## src/rtl/raf_pkg.sv

```systemverilog
package raf_pkg;
  localparam logic [31:0] CRC_POLY = 32'h04C1_1DB7;
  localparam logic [31:0] CRC_SEED = 32'hFFFF_FFFF;

  // advance a CRC-32 over one byte, least significant bit first
  function automatic logic [31:0] crc_feed_byte(input logic [31:0] c, input logic [7:0] d);
    logic [31:0] r;
    r = c;
    for (int i = 0; i < 8; i++) begin
      if (r[31] ^ d[i]) r = {r[30:0], 1'b0} ^ CRC_POLY;
      else              r = {r[30:0], 1'b0};
    end
    return r;
  endfunction
endpackage

```

## src/rtl/raf_regs.sv

```systemverilog
module raf_regs #(
  parameter int N_EXACT    = 4,
  parameter int ENT_WORDS  = 3,
  parameter int WORD_W     = 16,
  parameter int HASH_WORDS = 4,
  parameter int CFG_AW     = 4
) (
  input  logic                                 clk,
  input  logic                                 rst,
  input  logic                                 we,
  input  logic [CFG_AW-1:0]                    waddr,
  input  logic [WORD_W-1:0]                    wdata,
  output logic [N_EXACT*ENT_WORDS*WORD_W-1:0]  ent_flat,
  output logic [HASH_WORDS*WORD_W-1:0]         hash_flat
);
  localparam int N_ENT_W = N_EXACT * ENT_WORDS;
  localparam int TOTAL   = N_ENT_W + HASH_WORDS;

  logic [WORD_W-1:0] mem [TOTAL];

  always_ff @(posedge clk) begin
    if (rst) begin
      for (int i = 0; i < TOTAL; i++) mem[i] <= '0;
    end else if (we && (int'(waddr) < TOTAL)) begin
      mem[waddr] <= wdata;
    end
  end

  for (genvar g = 0; g < N_ENT_W; g++) begin : g_ent
    assign ent_flat[g*WORD_W +: WORD_W] = mem[g];
  end
  for (genvar h = 0; h < HASH_WORDS; h++) begin : g_hash
    assign hash_flat[h*WORD_W +: WORD_W] = mem[N_ENT_W + h];
  end

  // a write to the first hash word shows up on the table output next cycle
  a_r1_hash_word_load: assert property (@(posedge clk) disable iff (rst)
    (we && int'(waddr) == N_ENT_W) |=> hash_flat[WORD_W-1:0] == $past(wdata));
endmodule

```

## src/rtl/raf_crc.sv

```systemverilog
module raf_crc (
  input  logic        clk,
  input  logic        rst,
  input  logic        in_valid,
  input  logic        in_first,
  input  logic [7:0]  in_byte,
  output logic [31:0] crc_next
);
  import raf_pkg::*;

  logic [31:0] crc_q;

  assign crc_next = crc_feed_byte(in_first ? CRC_SEED : crc_q, in_byte);

  always_ff @(posedge clk) begin
    if (rst)           crc_q <= CRC_SEED;
    else if (in_valid) crc_q <= crc_next;
  end

  // the accumulator only moves on a valid byte
  a_r6_crc_holds: assert property (@(posedge clk) disable iff (rst)
    !in_valid |=> $stable(crc_q));
endmodule

```

## src/rtl/raf_match.sv

```systemverilog
module raf_match #(
  parameter int N_EXACT = 4,
  parameter int AW      = 48,
  parameter int IDX_W   = 2
) (
  input  logic [AW-1:0]          addr,
  input  logic [N_EXACT*AW-1:0]  ent_flat,
  output logic                   hit,
  output logic [IDX_W-1:0]       idx
);
  logic [N_EXACT-1:0] eq;

  for (genvar k = 0; k < N_EXACT; k++) begin : g_cmp
    logic [AW-1:0] ent;
    assign ent   = ent_flat[k*AW +: AW];
    assign eq[k] = (ent == addr) && (ent != '0);
  end

  always_comb begin
    idx = '0;
    for (int k = N_EXACT - 1; k >= 0; k--) begin
      if (eq[k]) idx = IDX_W'(k);
    end
    hit = |eq;
  end

  // an all-zero destination can only hit an all-zero entry, which is unused
  always_comb begin
    a_r3_zero_entry_quiet: assert (!(hit && addr == '0));
  end
endmodule

```

## src/rtl/rx_addr_filter.sv

```systemverilog
module rx_addr_filter #(
  parameter  int N_EXACT    = 4,
  parameter  int HASH_WORDS = 4,
  parameter  int WORD_W     = 16,
  parameter  int ADDR_BYTES = 6,
  localparam int AW         = ADDR_BYTES * 8,
  localparam int ENT_WORDS  = AW / WORD_W,
  localparam int CFG_AW     = $clog2(N_EXACT * ENT_WORDS + HASH_WORDS),
  localparam int IDX_W      = $clog2(N_EXACT),
  localparam int ST_W       = IDX_W + 4
) (
  input  logic              clk,
  input  logic              rst,
  input  logic              cfg_we,
  input  logic [CFG_AW-1:0] cfg_addr,
  input  logic [WORD_W-1:0] cfg_wdata,
  input  logic              promisc_en,
  input  logic              hash_en,
  input  logic              da_valid,
  input  logic [7:0]        da_byte,
  output logic              dec_valid,
  output logic              dec_accept,
  output logic [ST_W-1:0]   dec_status
);
  localparam int HASH_BITS = $clog2(HASH_WORDS * WORD_W);
  localparam int CNT_W     = $clog2(ADDR_BYTES);
  localparam int S_EXACT   = IDX_W;
  localparam int S_HASH    = IDX_W + 1;
  localparam int S_MCAST   = IDX_W + 2;
  localparam int S_BCAST   = IDX_W + 3;

  logic [N_EXACT*AW-1:0]        ent_flat;
  logic [HASH_WORDS*WORD_W-1:0] hash_flat;
  logic [CNT_W-1:0]             cnt_q;
  logic [AW-9:0]                buf_q;
  logic                         first_b, last_b, fire;
  logic [31:0]                  crc_next;
  logic [AW-1:0]                full_addr;
  logic [HASH_BITS-1:0]         hash_idx;
  logic                         is_bcast, is_mcast, hash_hit, ex_hit, accept_d;
  logic [IDX_W-1:0]             ex_idx;
  logic [ST_W-1:0]              stat_d;

  raf_regs #(
    .N_EXACT(N_EXACT), .ENT_WORDS(ENT_WORDS), .WORD_W(WORD_W),
    .HASH_WORDS(HASH_WORDS), .CFG_AW(CFG_AW)
  ) u_regs (
    .clk(clk), .rst(rst), .we(cfg_we), .waddr(cfg_addr), .wdata(cfg_wdata),
    .ent_flat(ent_flat), .hash_flat(hash_flat)
  );

  assign first_b = (cnt_q == '0);
  assign last_b  = (cnt_q == CNT_W'(ADDR_BYTES - 1));
  assign fire    = da_valid && last_b;

  always_ff @(posedge clk) begin
    if (rst) begin
      cnt_q <= '0;
      buf_q <= '0;
    end else if (da_valid) begin
      cnt_q <= last_b ? '0 : cnt_q + 1'b1;
      if (!last_b) buf_q[int'(cnt_q)*8 +: 8] <= da_byte;
    end
  end

  raf_crc u_crc (
    .clk(clk), .rst(rst), .in_valid(da_valid), .in_first(first_b),
    .in_byte(da_byte), .crc_next(crc_next)
  );

  assign full_addr = {da_byte, buf_q};
  assign hash_idx  = crc_next[31 -: HASH_BITS];

  raf_match #(.N_EXACT(N_EXACT), .AW(AW), .IDX_W(IDX_W)) u_match (
    .addr(full_addr), .ent_flat(ent_flat), .hit(ex_hit), .idx(ex_idx)
  );

  always_comb begin
    is_bcast = &full_addr;
    is_mcast = full_addr[0] && !is_bcast;
    hash_hit = hash_en && is_mcast && hash_flat[hash_idx];
    accept_d = promisc_en || is_bcast || ex_hit || hash_hit;
    stat_d            = '0;
    stat_d[IDX_W-1:0] = ex_hit ? ex_idx : '0;
    stat_d[S_EXACT]   = ex_hit;
    stat_d[S_HASH]    = hash_hit;
    stat_d[S_MCAST]   = is_mcast;
    stat_d[S_BCAST]   = is_bcast;
  end

  always_ff @(posedge clk) begin
    if (rst) begin
      dec_valid  <= 1'b0;
      dec_accept <= 1'b0;
      dec_status <= '0;
    end else begin
      dec_valid <= fire;
      if (fire) begin
        dec_accept <= accept_d;
        dec_status <= stat_d;
      end
    end
  end

  // strobe follows the sixth byte by one cycle, and only then
  a_r9_strobe_after_last: assert property (@(posedge clk) disable iff (rst)
    fire |=> dec_valid);
  a_r9_no_stray_strobe: assert property (@(posedge clk) disable iff (rst)
    !fire |=> !dec_valid);
  // promiscuous mode forces acceptance
  a_r8_promisc_accepts: assert property (@(posedge clk) disable iff (rst)
    (fire && promisc_en) |=> dec_accept);
  // a broadcast decision is an acceptance
  a_r4_bcast_accepted: assert property (@(posedge clk) disable iff (rst)
    (dec_valid && dec_status[S_BCAST]) |-> dec_accept);
  // hash hits only come with the multicast flag
  a_r7_hash_needs_mcast: assert property (@(posedge clk) disable iff (rst)
    (dec_valid && dec_status[S_HASH]) |-> dec_status[S_MCAST]);
  // broadcast and multicast flags exclude each other
  a_r5_flags_exclusive: assert property (@(posedge clk) disable iff (rst)
    dec_valid |-> !(dec_status[S_BCAST] && dec_status[S_MCAST]));
  // the index is zero without an exact hit
  a_r11_idx_cleared: assert property (@(posedge clk) disable iff (rst)
    (dec_valid && !dec_status[S_EXACT]) |-> dec_status[IDX_W-1:0] == '0);
endmodule

```

## config.mk

```make
export PLATFORM = sky130hd
export DESIGN_NAME = rx_addr_filter
export DESIGN_NICKNAME = d
export VERILOG_FILES = /design/src/rtl/raf_pkg.sv /design/src/rtl/raf_regs.sv /design/src/rtl/raf_crc.sv /design/src/rtl/raf_match.sv /design/src/rtl/rx_addr_filter.sv
export SDC_FILE = /design/constraint.sdc
export NUM_CORES = 1
export LEC_CHECK = 0
export BUFFER_PORTS_ARGS = -buffer_cell sky130_fd_sc_hd__buf_2
export CAP_MARGIN = 40
export CORE_MARGIN = 1
export CORE_UTILIZATION = 35
export CTS_BUF_LIST = sky130_fd_sc_hd__clkbuf_8
export DETAILED_ROUTE_END_ITERATION = 10
export SYNTH_ARGS = -nofsm -noshare
export SYNTH_HDL_FRONTEND = slang
export SYNTH_HIERARCHICAL = 1
export SYNTH_SLANG_ARGS = --single-unit
```

## constraint.sdc

```tcl
create_clock -name clk -period 6.8 [get_ports clk]
set_input_delay 0.68 -clock clk [delete_from_list [all_inputs] [get_ports clk]]
set_output_delay 0.68 -clock clk [all_outputs]
set_load 0.005 [all_outputs]
```

==> flow_summary.yaml <==
layout:
  n_fill_cell: 4698
  drive_gt1_frac: 0.1359
  area.growth.synth_to_final_pct: 13.28
  fin_nets: 1625
  postLayoutCellArea_um2: 19700
sta:
  final_max_slew_viol_count: 0
  setup_viol: 0
  fin_worst_skew_ns: 0.02543
  worst_pin_slew_ns: 0.9140
  finalHoldViolations: 0
  grt_setup_unrepaired: "false"
  fin_setup_tns_ns: 0
  worst_slack_ns: 2.339
  min_period_ns: 4.461
  slew_headroom: 0.3903
  fin_crit_sh: 0.6560
  fmax_mhz: 224.2
clock_tree:
  cts_root_buf: "clkbuf_8"
  cts_buffer_depth: 3
  cts_resized: 0
  cts_tree: "done"
  postCtsSetupBuffers: 0
  clkLatencyLatePin_ns: 0.66
  cts_max_level: 2
  numCtsBuffers: 58
  cts_hold_buffers: 0
  clkTransAtPathRegs_ns: 0.06
  cts_sinks: 339
critical_path:
  cp_slowest_cell: "dfxtp_1"
  cp_cell_sequence: "inv_1, ha_1, ha_1, buf_4, or3_1, nand2_1, xnor2_1, xnor2_1, buf_4, mux4_1, mux2i_1, mux2i_1, a211o_1, nand4_1, a311oi_1"
  worstPathRequired_ns: 7.30
  slowest_delay_ns: 0.61
  cp_num_buf_inv: 3
  crit_family: "multiplexers"
  crit_fanout: 22
  critPathLaunchType: "flop"
  crit_type: "flop to flop"
  crit_path_end_kind: "flop"
  crit_arrival_ns: 4.96
floorplanning:
  core_area_um2: 48950
  die-area_um2: 50580
  rows: 81
  start_util: 0.3553
  die_w_um: 224.9
  io_pins: 42
  fp.dieH_um: 224.9
place:
  place.gp.congestion: 0.9267
  pre_cts_ws_ns: 2.340
  hpwl_um: 36980
  postPlaceCellArea_um2: 18540
  numPortBuffers: 41
routing:
  wl_um: 57240
  post_drt_wl_per_cell_um: 24.89
  num_vias: 12880
  first_pass_iters: 5
  avgViaCountPerCell: 5.600
  drt_iter0_drc: 1255
  drc: 0
  ant_nets: 0
pwr:
  power_mw: 5.133
  power.density_nw_per_um2: 260.6
  p_leak_nw: 6.852
  ir_drop_uv: 125.9
outcome:
  outcome: "finished, final reports clean"
global_routing:
  overflow: 0
  globalRouteTotalUtil: 0.2269
  antenna_found_initial: 0
  grt_pass1_wl_um: 83840
  grt_max_degree: 74
  first_global_vias: 12850
hold_path:
  hp-class: "input port to flop"
run:
  drv_cap: 0
synth:
  synth_fp_nets: 1597
  syn_avg_cell_area_um2: 11.17
  synth_cells: 1557
  yosys_warnings: 6
  synth_area_um2: 17390
==> worst paths after layout <==
check                                   from                          to  slack [ns]  cells after the start
hold reg to reg   dec_status[2]$_SDFFE_PP0P_  dec_status[2]$_SDFFE_PP0P_        0.45                      2
setup reg to reg       cnt_q[0]$_SDFFE_PP0P_     dec_accept$_SDFFE_PP0P_        2.34                     15
setup / recovery       cnt_q[0]$_SDFFE_PP0P_     dec_accept$_SDFFE_PP0P_        2.34                     15
hold / removal                    promisc_en     dec_accept$_SDFFE_PP0P_        0.38                      3
==> flip-flops by register name (all words and copies together), names as in the netlist <==
name	flops
dec_valid	1
dec_accept	1
u_regs/mem	256
dec_status	6
cnt_q	3
buf_q	40
u_crc/crc_q	32
==> per-layer routing <==
| metal | up-vias | track usage | part of all wire |
|---|---|---|---|
| met4 | 0 | 0.1082 | 0.052 |
| li1 | 5779 | - | - |
| met3 | 181 | 0.04289 | 0.087 |
| met1 | 6292 | 0.2892 | 0.40 |
| met5 | - | 0 | 0 |
| met2 | 627 | 0.3704 | 0.47 |
==> cell usage in the layout (no fill, tap or decap), types with 3 or more instances in the layout <==
cell type,n
a211o_1,32
a211oi_2,3
a21oi_1,44
a22oi_1,7
buf_16,12
buf_2,42
buf_4,32
buf_8,5
bufinv_16,3
clkbuf_8,64
clkinv_1,18
clkinv_2,7
dfxtp_1,83
edfxtp_1,256
ha_1,6
inv_1,36
mux2i_1,32
mux4_1,4
nand2_1,59
nand2b_1,6
nand3_1,31
nand4_1,48
nor2_1,50
nor2b_1,33
nor3_1,251
nor3_2,21
nor4_1,98
nor4_2,3
o21ai_0,4
o21bai_1,15
xnor2_1,69
xnor2_2,4
xor2_1,208
==> tightest hold or removal path, delay by kind of cell <==
family | cells | cell delay (ns)
compound gates | 1 | 0.10
buf+inv | 1 | 0.10
simple gates | 1 | 0.09
==> power breakdown <==
part / switching (mW) / internal [mW]
clock: 0.864 / 0.976
sequential: 0.110 / 2.35
combinational: 0.486 / 0.350
total: 1.46 / 3.67
==> through the flow <==
| stage | hold slack [ns] | instances | utilization |
|---|---|---|---|
| after floorplan | 0.4483 | 1557 | - |
| after CTS | 0.3371 | 2297 | 0.4020 |
| after detailed placement | 0.4460 | 2188 | 0.3787 |
| final | 0.3815 | 2300 | 0.4024 |
| after global placement | 0.4398 | 2169 | 0.3701 |
| after global routing | 0.3641 | 2298 | 0.4023 |
==> final cells by class <==
type | instances | area (um^2) | area share
Multi-Input combinational cell | 1073 | 7416 | 0.3764
Inverter | 21 | 78.83 | 0.004001
Tap cell | 664 | 830.8 | 0.04217
Timing Repair Buffer | 92 | 875.8 | 0.04446
Sequential cell | 339 | 9349 | 0.4746
Antenna cell | 2 | 5.005 | 0.0002540
Clock inverter | 45 | 264.0 | 0.01340
Clock buffer | 64 | 880.8 | 0.04471
(Power assumes the default switching activity.)
